`src/rtl/con_emit_pkg.sv`:
```
package con_emit_pkg;
  localparam int ADDR_W = 16;
  localparam int WORD_W = 16;
  localparam int CHAR_W = 8;
  localparam int VEC_W  = 8;
  localparam int HALT_N = 4;

  localparam logic [VEC_W-1:0] VEC_ONE  = 8'h21;
  localparam logic [VEC_W-1:0] VEC_WIDE = 8'h22;
  localparam logic [VEC_W-1:0] VEC_PACK = 8'h24;
  localparam logic [VEC_W-1:0] VEC_STOP = 8'h25;

  typedef enum logic [2:0] {K_NONE, K_ONE, K_WIDE, K_PACK, K_STOP} svc_t;
  typedef enum logic [2:0] {S_IDLE, S_READ, S_CAPT, S_SEND, S_FIN} phase_t;

  // Map a raw vector onto the service it selects.
  function automatic svc_t svc_of(input logic [VEC_W-1:0] v);
    case (v)
      VEC_ONE:  return K_ONE;
      VEC_WIDE: return K_WIDE;
      VEC_PACK: return K_PACK;
      VEC_STOP: return K_STOP;
      default:  return K_NONE;
    endcase
  endfunction

  // Letters printed by the stop service, by position.
  function automatic logic [CHAR_W-1:0] stop_glyph(input int unsigned i);
    case (i)
      0:       return 8'h48;
      1:       return 8'h41;
      2:       return 8'h4C;
      default: return 8'h54;
    endcase
  endfunction

  // Byte lane of a word: lane 0 is the low byte.
  function automatic logic [CHAR_W-1:0] lane_of(input logic [WORD_W-1:0] w, input logic hi);
    return hi ? w[WORD_W-1 -: CHAR_W] : w[CHAR_W-1:0];
  endfunction
endpackage

```
`src/rtl/con_emit_addr.sv`:
```
module con_emit_addr #(
  parameter int AW = 16
) (
  input  logic          clk,
  input  logic          rst_n,
  input  logic          load,
  input  logic [AW-1:0] load_val,
  input  logic          step,
  output logic [AW-1:0] ptr
);
  always_ff @(posedge clk or negedge rst_n) begin
    if (!rst_n)    ptr <= '0;
    else if (load) ptr <= load_val;
    else if (step) ptr <= ptr + 1'b1;
  end

  AST_ADDR_WRAP: assert property (@(posedge clk) disable iff (!rst_n)
    (step && !load && ptr == {AW{1'b1}}) |=> (ptr == '0));
endmodule

```
`src/rtl/con_emit_char.sv`:
```
module con_emit_char
  import con_emit_pkg::*;
#(
  parameter int IW = 2
) (
  input  logic              clk,
  input  logic              rst_n,
  input  logic              cap_mem,
  input  logic              cap_r0,
  input  logic [WORD_W-1:0] mem_word,
  input  logic [WORD_W-1:0] r0_word,
  input  logic              sel_hi,
  input  logic              glyph_mode,
  input  logic [IW-1:0]     glyph_idx,
  output logic              in_zero,
  output logic              hi_zero,
  output logic [CHAR_W-1:0] char_out
);
  logic [WORD_W-1:0] word_q;

  always_ff @(posedge clk or negedge rst_n) begin
    if (!rst_n)       word_q <= '0;
    else if (cap_r0)  word_q <= r0_word;
    else if (cap_mem) word_q <= mem_word;
  end

  assign in_zero  = (mem_word == '0);
  assign hi_zero  = (lane_of(word_q, 1'b1) == '0);
  assign char_out = glyph_mode ? stop_glyph(int'(glyph_idx)) : lane_of(word_q, sel_hi);
endmodule

```
`src/rtl/con_emit_ctrl.sv`:
```
module con_emit_ctrl
  import con_emit_pkg::*;
#(
  parameter int N_GLYPH = HALT_N,
  localparam int IW = (N_GLYPH > 1) ? $clog2(N_GLYPH) : 1
) (
  input  logic             clk,
  input  logic             rst_n,
  input  logic             req_start,
  input  logic [VEC_W-1:0] req_vec,
  input  logic             in_zero,
  input  logic             hi_zero,
  input  logic             tx_ready,
  output logic             busy,
  output logic             done,
  output logic             halt,
  output logic             mem_rd_en,
  output logic             tx_valid,
  output logic             ptr_load,
  output logic             ptr_step,
  output logic             cap_mem,
  output logic             cap_r0,
  output logic             sel_hi,
  output logic             glyph_mode,
  output logic [IW-1:0]    glyph_idx
);
  phase_t phase;
  svc_t   svc_q;
  svc_t   svc_in;
  logic   accept;
  logic   tx_fire;
  logic   last_glyph;
  logic   to_high;

  assign svc_in     = svc_of(req_vec);
  assign accept     = (phase == S_IDLE) && req_start;
  assign tx_fire    = (phase == S_SEND) && tx_ready;
  assign last_glyph = (glyph_idx == IW'(N_GLYPH - 1));
  assign to_high    = (svc_q == K_PACK) && !sel_hi && !hi_zero;

  assign busy       = (phase != S_IDLE);
  assign done       = (phase == S_FIN);
  assign halt       = (phase == S_FIN) && (svc_q == K_STOP);
  assign mem_rd_en  = (phase == S_READ);
  assign tx_valid   = (phase == S_SEND);
  assign glyph_mode = (svc_q == K_STOP);
  assign ptr_load   = accept && (svc_in == K_WIDE || svc_in == K_PACK);
  assign cap_r0     = accept && (svc_in == K_ONE);
  assign cap_mem    = (phase == S_CAPT) && !in_zero;
  assign ptr_step   = tx_fire && ((svc_q == K_WIDE) || ((svc_q == K_PACK) && !to_high));

  always_ff @(posedge clk or negedge rst_n) begin
    if (!rst_n) begin
      phase     <= S_IDLE;
      svc_q     <= K_NONE;
      sel_hi    <= 1'b0;
      glyph_idx <= '0;
    end else begin
      case (phase)
        S_IDLE: if (req_start) begin
          svc_q     <= svc_in;
          sel_hi    <= 1'b0;
          glyph_idx <= '0;
          case (svc_in)
            K_ONE, K_STOP:  phase <= S_SEND;
            K_WIDE, K_PACK: phase <= S_READ;
            default:        phase <= S_FIN;
          endcase
        end
        S_READ: phase <= S_CAPT;
        S_CAPT: begin
          sel_hi <= 1'b0;
          phase  <= in_zero ? S_FIN : S_SEND;
        end
        S_SEND: if (tx_ready) begin
          case (svc_q)
            K_STOP: if (last_glyph) phase <= S_FIN;
                    else glyph_idx <= glyph_idx + 1'b1;
            K_WIDE: phase <= S_READ;
            K_PACK: if (to_high) sel_hi <= 1'b1;
                    else phase <= S_READ;
            default: phase <= S_FIN;
          endcase
        end
        default: phase <= S_IDLE;
      endcase
    end
  end

  AST_DONE_PULSE: assert property (@(posedge clk) disable iff (!rst_n)
    done |=> !done);
  AST_HALT_WITH_DONE: assert property (@(posedge clk) disable iff (!rst_n)
    halt |-> done);
  AST_HIGH_LANE_NONZERO: assert property (@(posedge clk) disable iff (!rst_n)
    $rose(sel_hi) |-> !hi_zero);
  AST_NO_READ_WHILE_PENDING: assert property (@(posedge clk) disable iff (!rst_n)
    mem_rd_en |-> !tx_valid);
  AST_UNKNOWN_QUICK: assert property (@(posedge clk) disable iff (!rst_n)
    (!busy && req_start && svc_of(req_vec) == K_NONE) |=> (done && !tx_valid));
endmodule

```
`src/rtl/con_emit_top.sv`:
```
module con_emit_top
  import con_emit_pkg::*;
(
  input  logic              clk,
  input  logic              rst_n,
  input  logic              req_start,
  input  logic [VEC_W-1:0]  req_vec,
  input  logic [WORD_W-1:0] req_r0,
  output logic              busy,
  output logic              done,
  output logic              halt,
  output logic              mem_rd_en,
  output logic [ADDR_W-1:0] mem_rd_addr,
  input  logic [WORD_W-1:0] mem_rd_data,
  output logic              tx_valid,
  output logic [CHAR_W-1:0] tx_data,
  input  logic              tx_ready
);
  localparam int IW = (HALT_N > 1) ? $clog2(HALT_N) : 1;

  logic          ptr_load, ptr_step, cap_mem, cap_r0;
  logic          sel_hi, glyph_mode, in_zero, hi_zero;
  logic [IW-1:0] glyph_idx;

  con_emit_ctrl #(.N_GLYPH(HALT_N)) u_ctrl (
    .clk(clk), .rst_n(rst_n), .req_start(req_start), .req_vec(req_vec),
    .in_zero(in_zero), .hi_zero(hi_zero), .tx_ready(tx_ready),
    .busy(busy), .done(done), .halt(halt), .mem_rd_en(mem_rd_en),
    .tx_valid(tx_valid), .ptr_load(ptr_load), .ptr_step(ptr_step),
    .cap_mem(cap_mem), .cap_r0(cap_r0), .sel_hi(sel_hi),
    .glyph_mode(glyph_mode), .glyph_idx(glyph_idx)
  );

  con_emit_addr #(.AW(ADDR_W)) u_addr (
    .clk(clk), .rst_n(rst_n), .load(ptr_load), .load_val(req_r0[ADDR_W-1:0]),
    .step(ptr_step), .ptr(mem_rd_addr)
  );

  con_emit_char #(.IW(IW)) u_char (
    .clk(clk), .rst_n(rst_n), .cap_mem(cap_mem), .cap_r0(cap_r0),
    .mem_word(mem_rd_data), .r0_word(req_r0), .sel_hi(sel_hi),
    .glyph_mode(glyph_mode), .glyph_idx(glyph_idx),
    .in_zero(in_zero), .hi_zero(hi_zero), .char_out(tx_data)
  );

  AST_TX_HOLD: assert property (@(posedge clk) disable iff (!rst_n)
    (tx_valid && !tx_ready) |=> (tx_valid && $stable(tx_data)));
endmodule

```
`config.mk`:
```
export PLATFORM = sky130hd
export DESIGN_NAME = con_emit_top
export DESIGN_NICKNAME = d
export VERILOG_FILES = /design/src/rtl/con_emit_pkg.sv /design/src/rtl/con_emit_addr.sv /design/src/rtl/con_emit_char.sv /design/src/rtl/con_emit_ctrl.sv /design/src/rtl/con_emit_top.sv
export SDC_FILE = /design/constraint.sdc
export NUM_CORES = 1
export LEC_CHECK = 0
export CAP_MARGIN = 20
export CORE_AREA = 2 2 67 76
export DETAILED_ROUTE_END_ITERATION = 12
export DIE_AREA = 0 0 69 78
export DONT_BUFFER_PORTS = 1
export PLACE_DENSITY = 0.72
export RECOVER_POWER = 25
export SYNTH_ARGS = -nofsm -noshare
export SYNTH_HDL_FRONTEND = slang
export SYNTH_SLANG_ARGS = --single-unit
```
`constraint.sdc`:
```
create_clock -name clk -period 3 [get_ports clk]
set_input_delay 0.15 -clock clk [delete_from_list [all_inputs] [get_ports clk]]
set_output_delay 0.15 -clock clk [all_outputs]
set_load 0.05 [all_outputs]
```
* Word-level counts from Yosys, hierarchy flattened
Index checks and enable logic that the tools add are counted.
Word-level totals: bits in registers 41, bits of input ports 44, logic and storage cells 91
Cells by class: add/sub/neg operators 2, equal/unequal tests 26, multiplexer cells 26, reductions and logical operators 31
Operator list (number):
- 16-bit two-way mux | 4
- 8-bit by 6-bit == test with 1-bit output, second input constant | 4
- 3-bit case mux with 4 select lines | 2
- 3-bit by 2-bit == test with 1-bit output, second input constant | 6
- 16-bit by 1-bit adder with 16-bit output, second input constant | 1
- 16-bit logical NOT | 1
- 8-bit two-way mux | 2
- 3-bit two-way mux | 5
- 5-bit case mux with 3 select lines | 1
- 1-bit logical AND | 10
- 5-bit AND reduction | 2
- 3-bit == test, second input constant | 3
- 3-bit case mux with 3 select lines | 1
- 8-bit logical NOT | 1
- 2-bit two-way mux | 4
- 2-bit by 1-bit != test with 1-bit output, second input constant | 4
- 3-bit by 1-bit == test with 1-bit output, second input constant | 2
- 3-bit != test, second input constant | 2
- 3-bit case mux with 2 select lines | 1
- 2-bit nonzero test | 3
- 3-bit nonzero test | 2
- 2-bit == test, second input constant | 2
- 1-bit logical NOT | 4
- 1-bit two-way mux | 4
- other kinds (11) | 14

* Logic depth before layout (Yosys ltp)
depth after elaboration 9, gate-level depth with buffers 8, mapped depth without buffers 6

* Cells and area by module
From an unflattened synthesis, not the netlist that was laid out.
Second synthesis, totals: cells, all modules 274, area, all modules 2591.2 um^2
Modules (own cells, without submodules):
- con_emit_addr | instances 1, cells an instance 99, area each 943.4 um^2, seq. area each 400.4 um^2
- con_emit_char | instances 1, cells an instance 98, area each 933.4 um^2, seq. area each 400.4 um^2
- con_emit_ctrl | instances 1, cells an instance 77, area each 714.4 um^2, seq. area each 225.2 um^2

* Worst setup path after synthesis
No wires, ideal clock.
path type register to output, start register u_ctrl.phase[1], end output port halt, arrival 2325 ps, path slack 525 ps, cell stages (with the launch flop) 4, buffers on the path 1, cell sequence dfrtp_1 > clkbuf_1 > nor3b_1 > and2_1
On the way: longest elaborated chain between the ends 2
Ends and longest elaborated chain:
- from (decl) | line con_emit_ctrl.sv:27 | phase_t phase;
- from (signal assigned) | line con_emit_ctrl.sv:73 | phase <= in_zero ? S_FIN : S_SEND;
- 3-bit == test
- net done | line con_emit_top.sv:10 | output logic done,
- 1-bit logical AND | line con_emit_ctrl.sv:43 | assign halt = (phase == S_FIN) && (svc_q == K_STOP);
- to (decl) | line con_emit_top.sv:11 | output logic halt,
The timed path passes the listed nets, and every way through them passes these cells.

* Final worst setup path
start register u_ctrl.svc_q[2], end register u_addr.ptr[1]
On the way: longest elaborated chain between the ends 8, elaborated cells on any way between the ends 9, those cells by class eq/ne: 2; reduce/logical: 7
Ends and longest elaborated chain:
- from (decl) | line con_emit_ctrl.sv:28 | svc_t svc_q;
- from (signal assigned) | line con_emit_ctrl.sv:61 | svc_q <= svc_in;
- 3-bit by 2-bit == test with 1-bit output | line con_emit_ctrl.sv:39, con_emit_ctrl.sv:50
- 1-bit logical AND (2 in a row) | line con_emit_ctrl.sv:39 | assign to_high = (svc_q == K_PACK) && !sel_hi && !hi_zero;
- 1-bit logical NOT | line con_emit_ctrl.sv:50 | assign ptr_step = tx_fire && ((svc_q == K_WIDE) || ((svc_q == K_PACK) && !to_high));
- 1-bit logical AND | line con_emit_ctrl.sv:50
- 1-bit logical OR (*) | line con_emit_ctrl.sv:50
- 1-bit logical AND (*) | line con_emit_ctrl.sv:50
- 2-bit nonzero test (no line) (*)
- to (signal assigned) | line con_emit_addr.sv:13 | else if (load) ptr <= load_val;
- to (signal assigned) | line con_emit_addr.sv:14 | else if (step) ptr <= ptr + 1'b1;
- to (decl) | line con_emit_addr.sv:9 | output logic [AW-1:0] ptr
Every way passes the cells marked *; elsewhere a longest branch is shown, timed or not. A chain may end at the register's enable or synchronous reset.

==> impl_summary.txt <==
----------------------------------------------------
[Worst setup path]
  Crit Path Max Fanout ... 9
  Worst setup EP type ... register
  Worst path arrival time ... 2.63 ns
  Reg-to-reg critical path startpoint ... u_ctrl.svc_q[2]
  CP required ... 3.19 ns
  Nature of the critical path startpoint ... register
  Beginning of the critical path ... u_ctrl.svc_q[2]
  Path type of the worst setup path ... register to register

[Routing]
  Wirelength per Cell ... 19.3 um
  Violation count after the first detailed-routing iteration ... 125
  Final routed DRC violation total ... 0
  Post-detailed-routing wire length ... 6950 um
  Routed via count ... 2244
  Via-per-instance ratio ... 6.23
  Antenna-violating nets left ... 0
  Number of search-and-repair iterations in the first detailed-routing pass ... 4

[Power]
  Leak Pwr ... 1.36 nW
  Highest ir drop seen on vdd ... 0.522 mV
  PD cells ... 790 mW/mm^2

[Worst hold path]
  Hold Crit Class ... input pin to register
  Startpoint of the tightest hold check path ... req_r0[6]

[Cells and area]
  Synth-to-Final Area Change ... 14.6%
  Finished layout cell area ... 0.00299 sq mm
  Number of nets in the layout ... 352
  Number of filler instances in the final layout ... 390
  Final design utilization ... 65.7%
  Fraction of layout instances using a drive strength above 1 ... 12.8%
  Number of antenna diodes ... 0

[Global route]
  Global-route wire length before repair ... 11200 um
  Met2 track utilization from global routing ... 45.7%
  Fraction of met3 tracks used by global routing ... 6.23%
  GRT Util Overall ... 26.2%
  Maximum number of pins on one net before global-route repair ... 42
  Initial antenna violation count ... 0
  Vias in the first global route ... 2243
  Overflow left after global routing ... 0
  Most congested layer reported by global routing ... met2
  Global routing usage on met1 ... 31.9%

[STA]
  Number of pins exceeding their max-slew limit in the final report ... 0
  Portion of the clock cycle consumed by the worst path in the final layout ... 81.1%
  Rel. slew slack ... 30.1%
  RSZ-0062 raised after global routing ... no
  Minimum period implied by the final worst setup slack ... 2.43 ns
  Slew @ Worst Pin ... 1.05 ns
  Clock skew after layout ... 0.00704 ns
  Count of final hold-check violations ... 0
  Setup-violating endpoint count in the final report ... 0
  Highest attainable clock frequency ... 0.411 GHz
  Setup_tns ... 0 ns
  Hold_ws ... 0.0000428 ns

[Clock network]
  Clock tree from TritonCTS ... done
  Number of cells upsized or downsized after cts ... 0
  Clock transition time at the flip-flop clock pins of the worst setup and hold paths ... 0.09 ns
  Clock network latency to the later pin of the worst-skew pair ... 0.30 ns
  Number of H-tree levels ... 2
  Hold_buf cts ... 13
  Buffer cell driving the clock tree root ... clkbuf_8
  Number of sinks driven by the clock tree ... 41
  Number of buffers added for setup after CTS ... 0
  Number of buffers between clock root and the deepest sink ... 2
  Number of buffers added by the clock tree synthesis step ... 5

[Synth]
  Top-area cell type share of the netlist area ... 39.3%
  Flops & latches, synth ... 41
  Sequential-to-total area share from yosys stat ... 39.3%
  Count of different cell masters after synthesis ... 44
  Largest cells by area after synthesis ... dfrtp_1 39%, mux2i_1 6.5%, a22o_1 5.4%
  Top cells by instance count after synthesis ... 41 x dfrtp_1, 21 x o21ai_0, 19 x inv_1, 18 x nand2_1, 17 x mux2i_1
  Post-synthesis cell area ... 0.00261 sq mm
  Post-synth net total ... 332
  Most frequent cell after synthesis ... dfrtp_1
  Async SR Flop Fraction ... 100%
  Most instantiated flip-flop cell in the synthesis netlist ... dfrtp_1
  Dominant cell type by area after synthesis ... dfrtp_1
  Number of cells produced by synthesis ... 283
  Avg Cell Area, Syn ... 9.22 sq um
  Post-synth EDFFs ... 0
  Count of warnings emitted by yosys ... 0

[Status]
  Run status ... completed

[Place]
  Global placer's final weighted congestion ... 0.874
  Port bufs ... 0
  DP HPWL ... 5270 um
  Placed cell area ... 0.00274 sq mm

[Die]
  Starting utilization of the core area ... 57.3%
  Vertical die dimension ... 78 um
  Number of placed I/O pins ... 73
  Core Area ... 0.00455 sq mm
  Die Width ... 69 um
  Placement Rows ... 26
  Area enclosed by the die boundary ... 0.00538 sq mm

[Flow run]
  Max-cap violations ... 0

----------------------------------------------------
[path summary, 6_finish.rpt]
check                                     to  slack (ns)  depth (start not counted)
setup reg to reg               u_addr.ptr[1]        0.57                          5
hold / removal                 u_addr.ptr[6]     0.00004                          2
hold reg to reg             u_char.word_q[6]        0.50                          1
max in group asynchronous      u_addr.ptr[8]        2.47                          2
min in group asynchronous  u_char.word_q[15]        0.33                          2
setup / recovery               u_addr.ptr[1]        0.57                          5
[layout by cell type (no fill, tap or decap), types with 11 or more instances in the layout]
| master | n |
|---|---|
| dfrtp_1 | 41 |
| o21ai_0 | 20 |
| inv_1 | 19 |
| nand2_1 | 18 |
| mux2i_1 | 17 |
| a22o_1 | 16 |
| nor2_1 | 15 |
| buf_4 | 15 |
| a21oi_1 | 12 |
| dlygate4sd3_1 | 12 |
| a21o_1 | 11 |
[power breakdown]
part | switching [W] | internal [W] | total [W]
registers | 0.000277 | 0.000708 | 0.000985
logic | 0.000598 | 0.000323 | 0.000921
clock network | 0.000209 | 0.000249 | 0.000458
total | 0.00108 | 0.00128 | 0.00236
[sequential cells by signal (all words and copies together) (netlist names)]
register / flops
u_char.word_q: 16
u_ctrl.sel_hi: 1
u_ctrl.glyph_idx: 2
u_ctrl.svc_q: 3
u_ctrl.phase: 3
u_addr.ptr: 16
[metrics by stage]
step	setup slack, ns	total power, W	std cells
6_report	0.566	0.00236	360
5_1_grt	0.418	0.00249	360
4_1_cts	0.597	0.00237	360
3_5_place_dp	0.604	0.00189	339
2_1_floorplan	0.525	0.00170	283
3_3_place_gp	0.704	0.00187	339
[routing by layer]
metal  vias up  share of wire, %
met4         0               1.8
li1       1085                 -
met3        11               6.3
met1      1077                41
met5         -                 0
met2        71                51
[cells by family after synthesis]
| group | share of synthesized area, % |
|---|---|
| and+or+nand+nor | 20.8 |
| AOI/OAI and AO/OA | 22.9 |
| DFF | 39.3 |
| buffers and inverters | 5.66 |
| muxes | 6.95 |
| xor gates and xnor gates | 2.01 |
| adders and majority gates | 2.40 |
[final cells by class]
class	count	area, sq um	area share [%]
inverter	19	71.3	2.38
sequential	41	1030	34.3
clock buffer	5	68.8	2.30
tap	56	70.1	2.34
clock inverter	3	46.3	1.55
timing repair buffer	28	253	8.45
multi-input combinational	208	1460	48.7
[critical path, cell delays in order (launching register included)]
cell and delay [ns]:
dfrtp_1 0.41, nand2b_1 0.20, a2111oi_2 0.83, nor2_2 0.28, buf_4 0.26, a221o_1 0.34
Power figures use the tool's default switching activity.
